$ cat src/rtl/intr_status_pkg.sv
package intr_status_pkg;
  localparam int XLEN      = 32;
  localparam int IRQ_N     = 8;
  localparam int IRQ_W     = $clog2(IRQ_N);
  localparam int IDX_W     = 5;
  localparam int MASK_LSB  = 16;
  localparam int PEND_LSB  = 24;
  localparam int ET_BIT    = 0;

  localparam int IRQ_IPI   = 5;
  localparam int IRQ_HOST  = 6;
  localparam int IRQ_TIMER = 7;

  localparam logic [IDX_W-1:0] REG_STATUS  = 5'd0;
  localparam logic [IDX_W-1:0] REG_COUNT   = 5'd4;
  localparam logic [IDX_W-1:0] REG_COMPARE = 5'd5;
  localparam logic [IDX_W-1:0] REG_IPI_CLR = 5'd8;
  localparam logic [IDX_W-1:0] REG_HOST_IN = 5'd31;

  // Defined status fields: enable and mode bits 8:0, mask byte, pending byte
  localparam logic [XLEN-1:0] STATUS_KEEP = 32'hFFFF_01FF;

  function automatic logic [XLEN-1:0] status_clean(input logic [XLEN-1:0] v);
    return v & STATUS_KEEP;
  endfunction

  // True when stepping prev by one moves it from below cmp to at-or-above cmp.
  function automatic logic count_crossed(input logic [XLEN-1:0] prev,
                                         input logic [XLEN-1:0] cmp);
    logic [XLEN:0] nxt;
    nxt = {1'b0, prev} + {{XLEN{1'b0}}, 1'b1};
    return (prev < cmp) && (nxt >= {1'b0, cmp});
  endfunction

  function automatic logic [IRQ_W-1:0] top_index(input logic [IRQ_N-1:0] v);
    logic [IRQ_W-1:0] r;
    r = '0;
    for (int i = 0; i < IRQ_N; i++) begin
      if (v[i]) r = IRQ_W'(i);
    end
    return r;
  endfunction
endpackage

$ cat src/rtl/ic_timer.sv
module ic_timer
  import intr_status_pkg::*;
(
  input  logic            clk,
  input  logic            rst_n,
  input  logic            cnt_wr,
  input  logic            cmp_wr,
  input  logic [XLEN-1:0] wr_data,
  output logic [XLEN-1:0] count_o,
  output logic [XLEN-1:0] cmp_o,
  output logic            timer_hit
);
  logic [XLEN-1:0] count_q;
  logic [XLEN-1:0] cmp_q;

  assign timer_hit = !cnt_wr && count_crossed(count_q, cmp_q);

  always_ff @(posedge clk or negedge rst_n) begin
    if (!rst_n) begin
      count_q <= '0;
      cmp_q   <= '0;
    end else begin
      if (cnt_wr) count_q <= wr_data;
      else        count_q <= count_q + 1'b1;
      if (cmp_wr) cmp_q <= wr_data;
    end
  end

  assign count_o = count_q;
  assign cmp_o   = cmp_q;

  p_count_step_r4: assert property (@(posedge clk) disable iff (!rst_n)
    ($past(rst_n) && !$past(cnt_wr)) |-> (count_q == $past(count_q) + 1'b1));

  p_count_load_r4: assert property (@(posedge clk) disable iff (!rst_n)
    cnt_wr |=> (count_q == $past(wr_data)));
endmodule

$ cat src/rtl/ic_status.sv
module ic_status
  import intr_status_pkg::*;
(
  input  logic             clk,
  input  logic             rst_n,
  input  logic             status_wr,
  input  logic             ipi_wr,
  input  logic             host_wr,
  input  logic             cmp_wr,
  input  logic             timer_hit,
  input  logic [XLEN-1:0]  wr_data,
  output logic [XLEN-1:0]  status_o,
  output logic [XLEN-1:0]  host_o,
  output logic [IRQ_N-1:0] pend_o,
  output logic [IRQ_N-1:0] mask_o,
  output logic             et_o
);
  localparam int T_BIT = PEND_LSB + IRQ_TIMER;
  localparam int I_BIT = PEND_LSB + IRQ_IPI;
  localparam int H_BIT = PEND_LSB + IRQ_HOST;

  logic [XLEN-1:0] status_q, status_d;
  logic [XLEN-1:0] host_q;

  // Software write first, then event side effects on top of it
  always_comb begin
    status_d = status_q;
    if (status_wr) status_d = status_clean(wr_data);
    if (timer_hit) status_d[T_BIT] = 1'b1;
    if (cmp_wr)    status_d[T_BIT] = 1'b0;
    if (ipi_wr)    status_d[I_BIT] = wr_data[0];
    if (host_wr)   status_d[H_BIT] = |wr_data;
  end

  always_ff @(posedge clk or negedge rst_n) begin
    if (!rst_n) begin
      status_q <= '0;
      host_q   <= '0;
    end else begin
      status_q <= status_d;
      if (host_wr) host_q <= wr_data;
    end
  end

  assign status_o = status_q;
  assign host_o   = host_q;
  assign pend_o   = status_q[PEND_LSB +: IRQ_N];
  assign mask_o   = status_q[MASK_LSB +: IRQ_N];
  assign et_o     = status_q[ET_BIT];

  p_rsv_zero_r1: assert property (@(posedge clk) disable iff (!rst_n)
    status_q[15:9] == '0);

  p_hit_lands_r5: assert property (@(posedge clk) disable iff (!rst_n)
    (timer_hit && !cmp_wr) |=> status_q[T_BIT]);

  p_cmp_clear_r6: assert property (@(posedge clk) disable iff (!rst_n)
    cmp_wr |=> !status_q[T_BIT]);

  p_ipi_copy_r7: assert property (@(posedge clk) disable iff (!rst_n)
    ipi_wr |=> (status_q[I_BIT] == $past(wr_data[0])));

  p_host_flag_r8: assert property (@(posedge clk) disable iff (!rst_n)
    host_wr |=> (status_q[H_BIT] == ($past(wr_data) != '0)));
endmodule

$ cat src/rtl/ic_arbiter.sv
module ic_arbiter
  import intr_status_pkg::*;
(
  input  logic             clk,
  input  logic             rst_n,
  input  logic [IRQ_N-1:0] pend,
  input  logic [IRQ_N-1:0] mask,
  input  logic             et,
  output logic             irq_req,
  output logic [IRQ_W-1:0] irq_line
);
  logic [IRQ_N-1:0] live;

  for (genvar g = 0; g < IRQ_N; g++) begin : g_live
    assign live[g] = pend[g] & mask[g];
  end

  assign irq_req  = et && (|live);
  assign irq_line = irq_req ? top_index(live) : '0;

  p_line_live_r3: assert property (@(posedge clk) disable iff (!rst_n)
    irq_req |-> (pend[irq_line] && mask[irq_line]));

  p_timer_wins_r3: assert property (@(posedge clk) disable iff (!rst_n)
    (et && pend[IRQ_TIMER] && mask[IRQ_TIMER]) |-> (irq_line == IRQ_W'(IRQ_TIMER)));

  p_idle_line_r3: assert property (@(posedge clk) disable iff (!rst_n)
    !irq_req |-> (irq_line == '0));

  p_no_enable_r2: assert property (@(posedge clk) disable iff (!rst_n)
    !et |-> !irq_req);
endmodule

$ cat src/rtl/intr_status_ctl.sv
module intr_status_ctl
  import intr_status_pkg::*;
(
  input  logic             clk,
  input  logic             rst_n,
  input  logic             wr_en,
  input  logic [IDX_W-1:0] wr_idx,
  input  logic [XLEN-1:0]  wr_data,
  input  logic [IDX_W-1:0] rd_idx,
  output logic [XLEN-1:0]  rd_data,
  output logic             irq_req,
  output logic [IRQ_W-1:0] irq_line
);
  logic status_wr, cnt_wr, cmp_wr, ipi_wr, host_wr;
  logic timer_hit;
  logic [XLEN-1:0] count_v, cmp_v, status_v, host_v;
  logic [IRQ_N-1:0] pend_v, mask_v;
  logic et_v;

  assign status_wr = wr_en && (wr_idx == REG_STATUS);
  assign cnt_wr    = wr_en && (wr_idx == REG_COUNT);
  assign cmp_wr    = wr_en && (wr_idx == REG_COMPARE);
  assign ipi_wr    = wr_en && (wr_idx == REG_IPI_CLR);
  assign host_wr   = wr_en && (wr_idx == REG_HOST_IN);

  ic_timer u_timer (
    .clk(clk), .rst_n(rst_n), .cnt_wr(cnt_wr), .cmp_wr(cmp_wr),
    .wr_data(wr_data), .count_o(count_v), .cmp_o(cmp_v), .timer_hit(timer_hit)
  );

  ic_status u_status (
    .clk(clk), .rst_n(rst_n), .status_wr(status_wr), .ipi_wr(ipi_wr),
    .host_wr(host_wr), .cmp_wr(cmp_wr), .timer_hit(timer_hit),
    .wr_data(wr_data), .status_o(status_v), .host_o(host_v),
    .pend_o(pend_v), .mask_o(mask_v), .et_o(et_v)
  );

  ic_arbiter u_arb (
    .clk(clk), .rst_n(rst_n), .pend(pend_v), .mask(mask_v), .et(et_v),
    .irq_req(irq_req), .irq_line(irq_line)
  );

  always_comb begin
    unique case (rd_idx)
      REG_STATUS:  rd_data = status_v;
      REG_COUNT:   rd_data = count_v;
      REG_COMPARE: rd_data = cmp_v;
      REG_HOST_IN: rd_data = host_v;
      default:     rd_data = '0;
    endcase
  end
endmodule

$ cat config.mk
export PLATFORM = sky130hd
export DESIGN_NAME = intr_status_ctl
export DESIGN_NICKNAME = d
export VERILOG_FILES = /design/src/rtl/intr_status_pkg.sv /design/src/rtl/ic_timer.sv /design/src/rtl/ic_status.sv /design/src/rtl/ic_arbiter.sv /design/src/rtl/intr_status_ctl.sv
export SDC_FILE = /design/constraint.sdc
export NUM_CORES = 1
export LEC_CHECK = 0
export BUFFER_PORTS_ARGS = -buffer_cell sky130_fd_sc_hd__buf_2
export CAP_MARGIN = 20
export CORE_MARGIN = 3
export CORE_UTILIZATION = 25
export CTS_BUF_LIST = sky130_fd_sc_hd__clkbuf_4 sky130_fd_sc_hd__clkbuf_8
export DETAILED_ROUTE_END_ITERATION = 8
export PLACE_DENSITY_LB_ADDON = 0.12
export RECOVER_POWER = 25
export SLEW_MARGIN = 15
export SYNTH_ARGS = -nofsm -noshare
export SYNTH_HDL_FRONTEND = slang
export SYNTH_SLANG_ARGS = --single-unit
$ cat constraint.sdc
create_clock -name clk -period 9.9 [get_ports clk]
set_clock_uncertainty 0.1 [all_clocks]
set_input_delay 2.97 -clock clk [delete_from_list [all_inputs] [get_ports clk]]
set_output_delay 2.97 -clock clk [all_outputs]
set_load 0.02 [all_outputs]
==> key figures, run 1 <==
CTS
  – H-tree levels: 4
  – # clock sinks: 121
  – Clk buf depth: 2
  – Worst skew pair latency: 0.45 ns
  – Clock Pin Slew Worst Setup and Hold Paths: 0.06 ns
  – CTS tree: done
  – CTS Hold Bufs: 0
  – Cts bufs inserted: 17
  – Post-CTS Setup Bufs: 0
  – CTS Root Cell: clkbuf_8
  – Post-CTS resize count: 0

Global routing
  – Largest net degree at the start of global routing: 65
  – Initial antenna violation count: 0
  – First-pass GRT wire length: 36510 um
  – Vias in the first global route: 6140
  – Grt ovf: 0
  – Total Routing Usage GR: 15.11%

Detailed routing
  – Antenna Nets Post-Route: 0
  – Initial DRC Count: 416
  – DRT Wirelength: 23150 um
  – TritonRoute pass-1 iters: 5
  – DR vias/cell: 4.919
  – Via count: 5745
  – DR WL/cell: 19.82 um
  – DRC viols: 0

Finish
  – Final net count: 881
  – Non-Filler Instances: 1168
  – Final Util: 30.33%
  – Proportion of layout cells with a drive suffix above 1: 32.91%
  – Area delta synth->final: 18.22%
  – Antenna cells: 0
  – Fill cell count: 3125
  – Commonest cells after routing, fill and taps aside: dfrtp_1 (121), mux2_2 (117), nand2_1 (80), buf_2 (78), ha_1 (65)
  – Commonest non-fill, non-tap cell in the layout: dfrtp_1

Logic synthesis
  – Top post-synthesis cells by area: dfrtp_1 (41%), mux2_2 (18%), ha_1 (11%), a222oi_1 (4.3%), nand2_1 (4.0%)
  – Synth async-reset ratio: 100.0%
  – Synth Cell Area: 7443 um2
  – Synth top area share: 40.68%
  – Post-synthesis cell count: 686
  – Number of synthesized flops with an enable pin: 0
  – Main synth FF type: dfrtp_1
  – #FFs+latches synth: 121
  – Avg Cell Area, Syn: 10.85 um2
  – Post-synthesis sequential area ratio: 40.68%
  – Synthesized Nets: 796
  – Cell taking the most area after synthesis: dfrtp_1
  – Number of distinct library cells after synthesis: 52
  – Yosys Warn Count: 0

Critical path
  – CP max FO: 32
  – Worst setup SP type: input pin
  – Crit path cell chain: buf_2 -> nor2_1 -> nand2_1 -> nor3b_2 -> buf_4 -> a222oi_1 -> nand2_1 -> buf_2
  – CP max stage cell: buf_4
  – Worst Path Arrival: 4.42 ns
  – Critical Path RT: 6.83 ns
  – CP peak stage delay: 0.43 ns
  – Crit path capture type: output pin
  – Setup CP Type: input pin to output pin

Placed design
  – Hpwl dp: 16700 um
  – Cell count after placement: 1134
  – PortBufs: 80
  – RePlAce Congestion: 0.7850

Power and ir drop
  – Switching Share: 35.53%
  – Net switching power: 0.6304 mW
  – Pwr per Cell Area: 201.6 nW/um2
  – Sequential share of power: 41.7%
  – Power Internal: 1.144 mW
  – Peak VDD IR: 0.07088 mV
  – Comb power frac: 29.9%
  – LEAKAGE: 4.150 nW
  – Clock network power share: 28.4%

Floorplanning
  – Die X: 178.6 um
  – Die Ht: 178.6 um
  – Starting Density: 25.66%
  – IO Count: 81
  – Die area: 31880 um2
  – # rows: 62
  – Placeable core area: 29010 um2

Status
  – Failing checks: max-capacitance violations, max-slew violations
  – Outcome: finished with violations

Job
  – Max_cap viols: 2

STA
  – Final Max Tran Viols: 83
  – Slew @ Worst Pin: 3.363 ns
  – RSZ-0062 raised after global routing: no
  – Period utilisation layout: 75.63%
  – Final setup TNS: 0 ns
  – Count of final setup violators: 0
  – Max-slew headroom: -124.2%
  – Max Clock Freq: 133.6 MHz
  – Final hold slack: 0.4092 ns
  – Final hold violation count: 0
  – Final worst path period need: 7.487 ns

Worst hold path
  – Worst Hold Class: register to register
cell families (layout without fill, tap and decap cells):
group                    count (synthesis)  after routing  synth area share, %
flip-flops                             121            121                40.68
adder cells (fa/ha/maj)                 65             65                10.93
AO/OA/AOI/OAI                           99             99                9.850
XOR/XNOR                                30             30                3.933
multiplexers                           119            119                17.99
buffers and inverters                   66            164                3.362
AND/OR/NAND/NOR                        186            186                13.26
cells in the mapped netlist, types with 2 or more instances:
cell        n
nor3_1      5
nand3_1    18
xor2_1      5
nand2_1    80
nor2_1     18
o211ai_1    3
a21oi_1    27
nand4_1    16
xor2_2      4
a22oi_1     5
and3_1      5
and3_4      4
xnor2_1    21
o21a_1      2
buf_2       2
a211oi_1    6
nor4_1     10
and4_1      5
nor2b_1     4
nor3b_1     2
inv_1      42
buf_1       4
ha_1       65
o21ai_0    11
or4_1       2
and2_1      6
a222oi_1   32
dfrtp_1   121
clkbuf_1   18
mux2_2    117
a21o_1      4
a21boi_0    2
state kept, by name, indices dropped and copies added, names as in the netlist:
signal / count
u_status.host_o: 32
u_timer.cmp_o: 32
u_timer.count_o: 32
u_status.status_o: 25
through the flow:
stage	setup slack (ns)	instance area, um2	power [mW]
2_1_floorplan	2.723	7443	1.084
3_3_place_gp	2.055	8333	1.286
3_5_place_dp	1.996	8333	1.284
4_1_cts	1.992	8770	1.804
5_1_grt	2.223	8800	1.911
6_report	2.413	8800	1.774
power groups by stage:
stage | Combinational [mW] | Clock, mW | Sequential [mW]
2_1_floorplan | 0.390 | 0 | 0.694
3_3_place_gp | 0.534 | 0 | 0.752
3_5_place_dp | 0.534 | 0 | 0.750
4_1_cts | 0.539 | 0.525 | 0.740
5_1_grt | 0.607 | 0.546 | 0.757
6_report | 0.530 | 0.505 | 0.739
area by class of cell:
cell class	count	area, um2	share of cell area, %
clock inverter	12	173.9	1.976
clock buffer	20	262.8	2.986
sequential	121	3028	34.41
tap	384	480.5	5.460
timing repair buffer	90	493.0	5.602
multi-input combinational	499	4204	47.77
inverter	42	157.7	1.792
final timing paths:
kind	end	slack, ns	cells past startpoint	start
hold reg to reg	u_status.host_o[19]	0.41	1	u_status.host_o[19]
max in group asynchronous	u_timer.count_o[2]	3.93	2	rst_n
setup / recovery	rd_data[31]	2.41	8	rd_idx[3]
min in group asynchronous	u_timer.count_o[18]	3.56	1	rst_n
setup reg to reg	u_status.status_o[31]	6.00	13	u_timer.count_o[0]
hold / removal	u_status.host_o[19]	0.41	1	u_status.host_o[19]
critical path: cells and delay by family:
kind,cells,cell delay (ns)
AND/OR/NAND/NOR,4,0.59
AO/OA/AOI/OAI,1,0.12
buffers and inverters,3,0.72
routing by layer:
metal	GRT usage, %	wire length, um
met1	20.73	11170
met2	24.88	11040
met3	2.490	687
met5	0	0
met4	3.506	248
(Power assumes the default switching activity.)
==> inputs of run 2 (changes only) <==
--- a/config.mk
+++ b/config.mk
@@ -5,6 +5,7 @@
 export SDC_FILE = /design/constraint.sdc
 export NUM_CORES = 1
 export LEC_CHECK = 0
+export ABC_AREA = 1
 export BUFFER_PORTS_ARGS = -buffer_cell sky130_fd_sc_hd__buf_2
 export CAP_MARGIN = 20
 export CORE_MARGIN = 3
==> constraint.sdc (replaced) <==
create_clock -name clk -period 7 [get_ports clk]
set_clock_uncertainty 0.1 [all_clocks]
set_input_delay 2.1 -clock clk [delete_from_list [all_inputs] [get_ports clk]]
set_output_delay 2.1 -clock clk [all_outputs]
set_load 0.02 [all_outputs]
==> run 2 against run 1 <==
  * The flow still finishes with violations (max-capacitance violations, max-slew violations)
  * Cell area up 3.4%
  * First-iteration DRC count up 8.2%
  * Synthesized area up 6.5%
  * Synthesized cell count up 48%
  * Clock-buffer cell count up 2
  * Wire length up 15%
  * Non-clock buffer count down 1
  * Flip-flop and latch count unchanged
  * Die area up 6.3%
  * Clock power up 22%
  * Sequential power up 37%
  * Worst setup slack worse by 1.2 ns
  * Largest cell class unchanged
  * Largest power group unchanged
  * Highest routed layer unchanged
==> key figures, run 2 <==
Status
  – Outcome: finished with violations
  – Failing checks: max-capacitance violations, max-slew violations

Floorplanning
  – Die X: 184.1 um
  – Placeable core area: 30910 um2
  – Die area: 33880 um2
  – IO Count: 81
  – Starting Density: 25.65%
  – # rows: 64
  – Die Ht: 184.1 um

Power and ir drop
  – Pwr per Cell Area: 273.0 nW/um2
  – LEAKAGE: 4.463 nW
  – Peak VDD IR: 0.08953 mV

STA
  – Final worst path period need: 5.752 ns
  – Slack of the critical path: 1.248 ns
  – Period utilisation layout: 82.17%
  – RSZ-0062 raised after global routing: no
  – Final hold violation count: 0
  – Slew @ Worst Pin: 3.295 ns
  – Max-slew headroom: -119.7%
  – Final setup TNS: 0 ns
  – Max Clock Freq: 173.9 MHz
  – Count of final setup violators: 0
  – Final hold slack: 0.3853 ns
  – Final Max Tran Viols: 54

Detailed routing
  – Antenna Nets Post-Route: 0
  – DR vias/cell: 4.654
  – DRT Wirelength: 26630 um
  – TritonRoute pass-1 iters: 5
  – Initial DRC Count: 450
  – DR WL/cell: 17.81 um
  – DRC viols: 0
  – Via count: 6957

Job
  – Max_cap viols: 1

Finish
  – Register area: 3028 um2
  – Final instance area: 9102 um2
  – Fill cell count: 3390
  – Antenna cells: 0
  – Multi-input logic area: 4114 um2
  – Commonest non-fill, non-tap cell in the layout: nand2_1
  – Commonest cells after routing, fill and taps aside: nand2_1 (242), inv_1 (158), dfrtp_1 (121), o21ai_0 (114), buf_2 (79)
  – Proportion of layout cells with a drive suffix above 1: 14.38%
  – Area delta synth->final: 14.82%
  – Final net count: 1198

Logic synthesis
  – Top post-synthesis cells by area: dfrtp_1 (38%), nand2_1 (11%), ha_1 (10%), inv_1 (7.5%), o21ai_0 (7.2%)
  – Most frequent cells after synthesis: nand2_1 (242), inv_1 (158), dfrtp_1 (121)
  – Synth async-reset ratio: 100.0%
  – Post-synthesis cell count: 1016
  – Synth top area share: 38.19%
  – Synthesized Nets: 1126
  – Cell taking the most area after synthesis: dfrtp_1
  – Number of synthesized flops with an enable pin: 0
  – Synth Cell Area: 7928 um2
  – #FFs+latches synth: 121
  – Main synth FF type: dfrtp_1
  – Number of distinct library cells after synthesis: 45
  – Post-synthesis sequential area ratio: 38.19%
  – Avg Cell Area, Syn: 7.803 um2
  – Yosys Warn Count: 0
  – Top-count cell post-synth: nand2_1

Global routing
  – Largest net degree at the start of global routing: 69
  – Initial antenna violation count: 0
  – Vias in the first global route: 7166
  – First-pass GRT wire length: 42410 um
  – Grt ovf: 0
  – Total Routing Usage GR: 16.34%

CTS
  – CTS Root Cell: clkbuf_8
  – Post-CTS resize count: 0
  – Clock Pin Slew Worst Setup and Hold Paths: 0.07 ns
  – Post-CTS Setup Bufs: 0
  – Clk buf depth: 2
  – H-tree levels: 4
  – Worst skew pair latency: 0.45 ns
  – # clock sinks: 121
  – Cts bufs inserted: 17
  – CTS Hold Bufs: 0
  – CTS tree: done

Critical path
  – Worst setup SP type: input pin
  – Worst Path Arrival: 3.55 ns
  – Crit path capture type: output pin
  – Setup CP Type: input pin to output pin
  – CP max FO: 26
  – Critical Path RT: 4.80 ns

Placed design
  – Cell Area, Placed: 8750 um2
  – Post-Place Worst Slack: 1.236 ns
  – RePlAce Congestion: 0.8332
  – PortBufs: 80
  – Hpwl dp: 19720 um

Worst hold path
  – Worst Hold Class: register to register
## run 2: final timing paths
check / startpoint / slack [ns] / cells after the start / endpoint
max: rd_idx[2] / 1.25 / 8 / rd_data[9]
min: u_status.host_o[13] / 0.39 / 2 / u_status.host_o[13]
min in group asynchronous: rst_n / 2.65 / 1 / u_timer.cmp_o[10]
max reg2reg: u_timer.count_o[0] / 3.68 / 16 / u_status.status_o[31]
min reg2reg: u_status.host_o[13] / 0.39 / 2 / u_status.host_o[13]
max in group asynchronous: rst_n / 2.25 / 1 / u_timer.cmp_o[27]
## run 2: layout make-up
| cell class | count | area share [%] |
|---|---|---|
| multi-input cells | 693 | 45.20 |
| clock buffers | 22 | 3.189 |
| flip-flops and latches | 121 | 33.26 |
| well taps | 396 | 5.443 |
| inverters | 166 | 6.845 |
| repair buffers | 89 | 5.265 |
| clock inverters | 8 | 0.7973 |
## run 2: routing by layer
| layer | global-route usage (%) | up-vias | wire (um) |
|---|---|---|---|
| met2 | 25.87 | 123 | 11880 |
| met1 | 23.65 | 3303 | 13690 |
| met3 | 2.651 | 11 | 873 |
| met4 | 3.266 | 0 | 190 |
| li1 | - | 3520 | - |
| met5 | 0 | - | 0 |
## run 2: critical path, cell delays in order
cell and delay, ns:
buf_2 0.10, inv_1 0.04, nor2_1 0.10, and3_1 0.17, buf_4 0.38, inv_1 0.23
o221ai_1 0.22, buf_2 0.20
## run 2: logic make-up after synthesis
| logic type | Yosys count | synth area share [%] |
|---|---|---|
| simple gates | 371 | 21.43 |
| fa+ha+maj | 65 | 10.26 |
| compound gates | 236 | 17.65 |
| flops | 121 | 38.19 |
| buf+inv | 202 | 9.959 |
| xor+xnor | 21 | 2.509 |
## run 2: metrics by stage
stage / utilization, % / instances / power (mW)
3_5_place_dp: 28.31 / 1465 / 1.895
5_1_grt: 29.45 / 1495 / 2.722
3_3_place_gp: 28.31 / 1465 / 1.893
4_1_cts: 29.48 / 1495 / 2.527
2_1_floorplan: - / 1016 / 1.597
6_report: 29.45 / 1495 / 2.485
## run 2: report_power, final
group          switching (mW)  internal, mW  total (mW)
sequential              0.149         0.858        1.01
clock                   0.304         0.310       0.614
combinational           0.556         0.309       0.864
total                    1.01          1.48        2.48
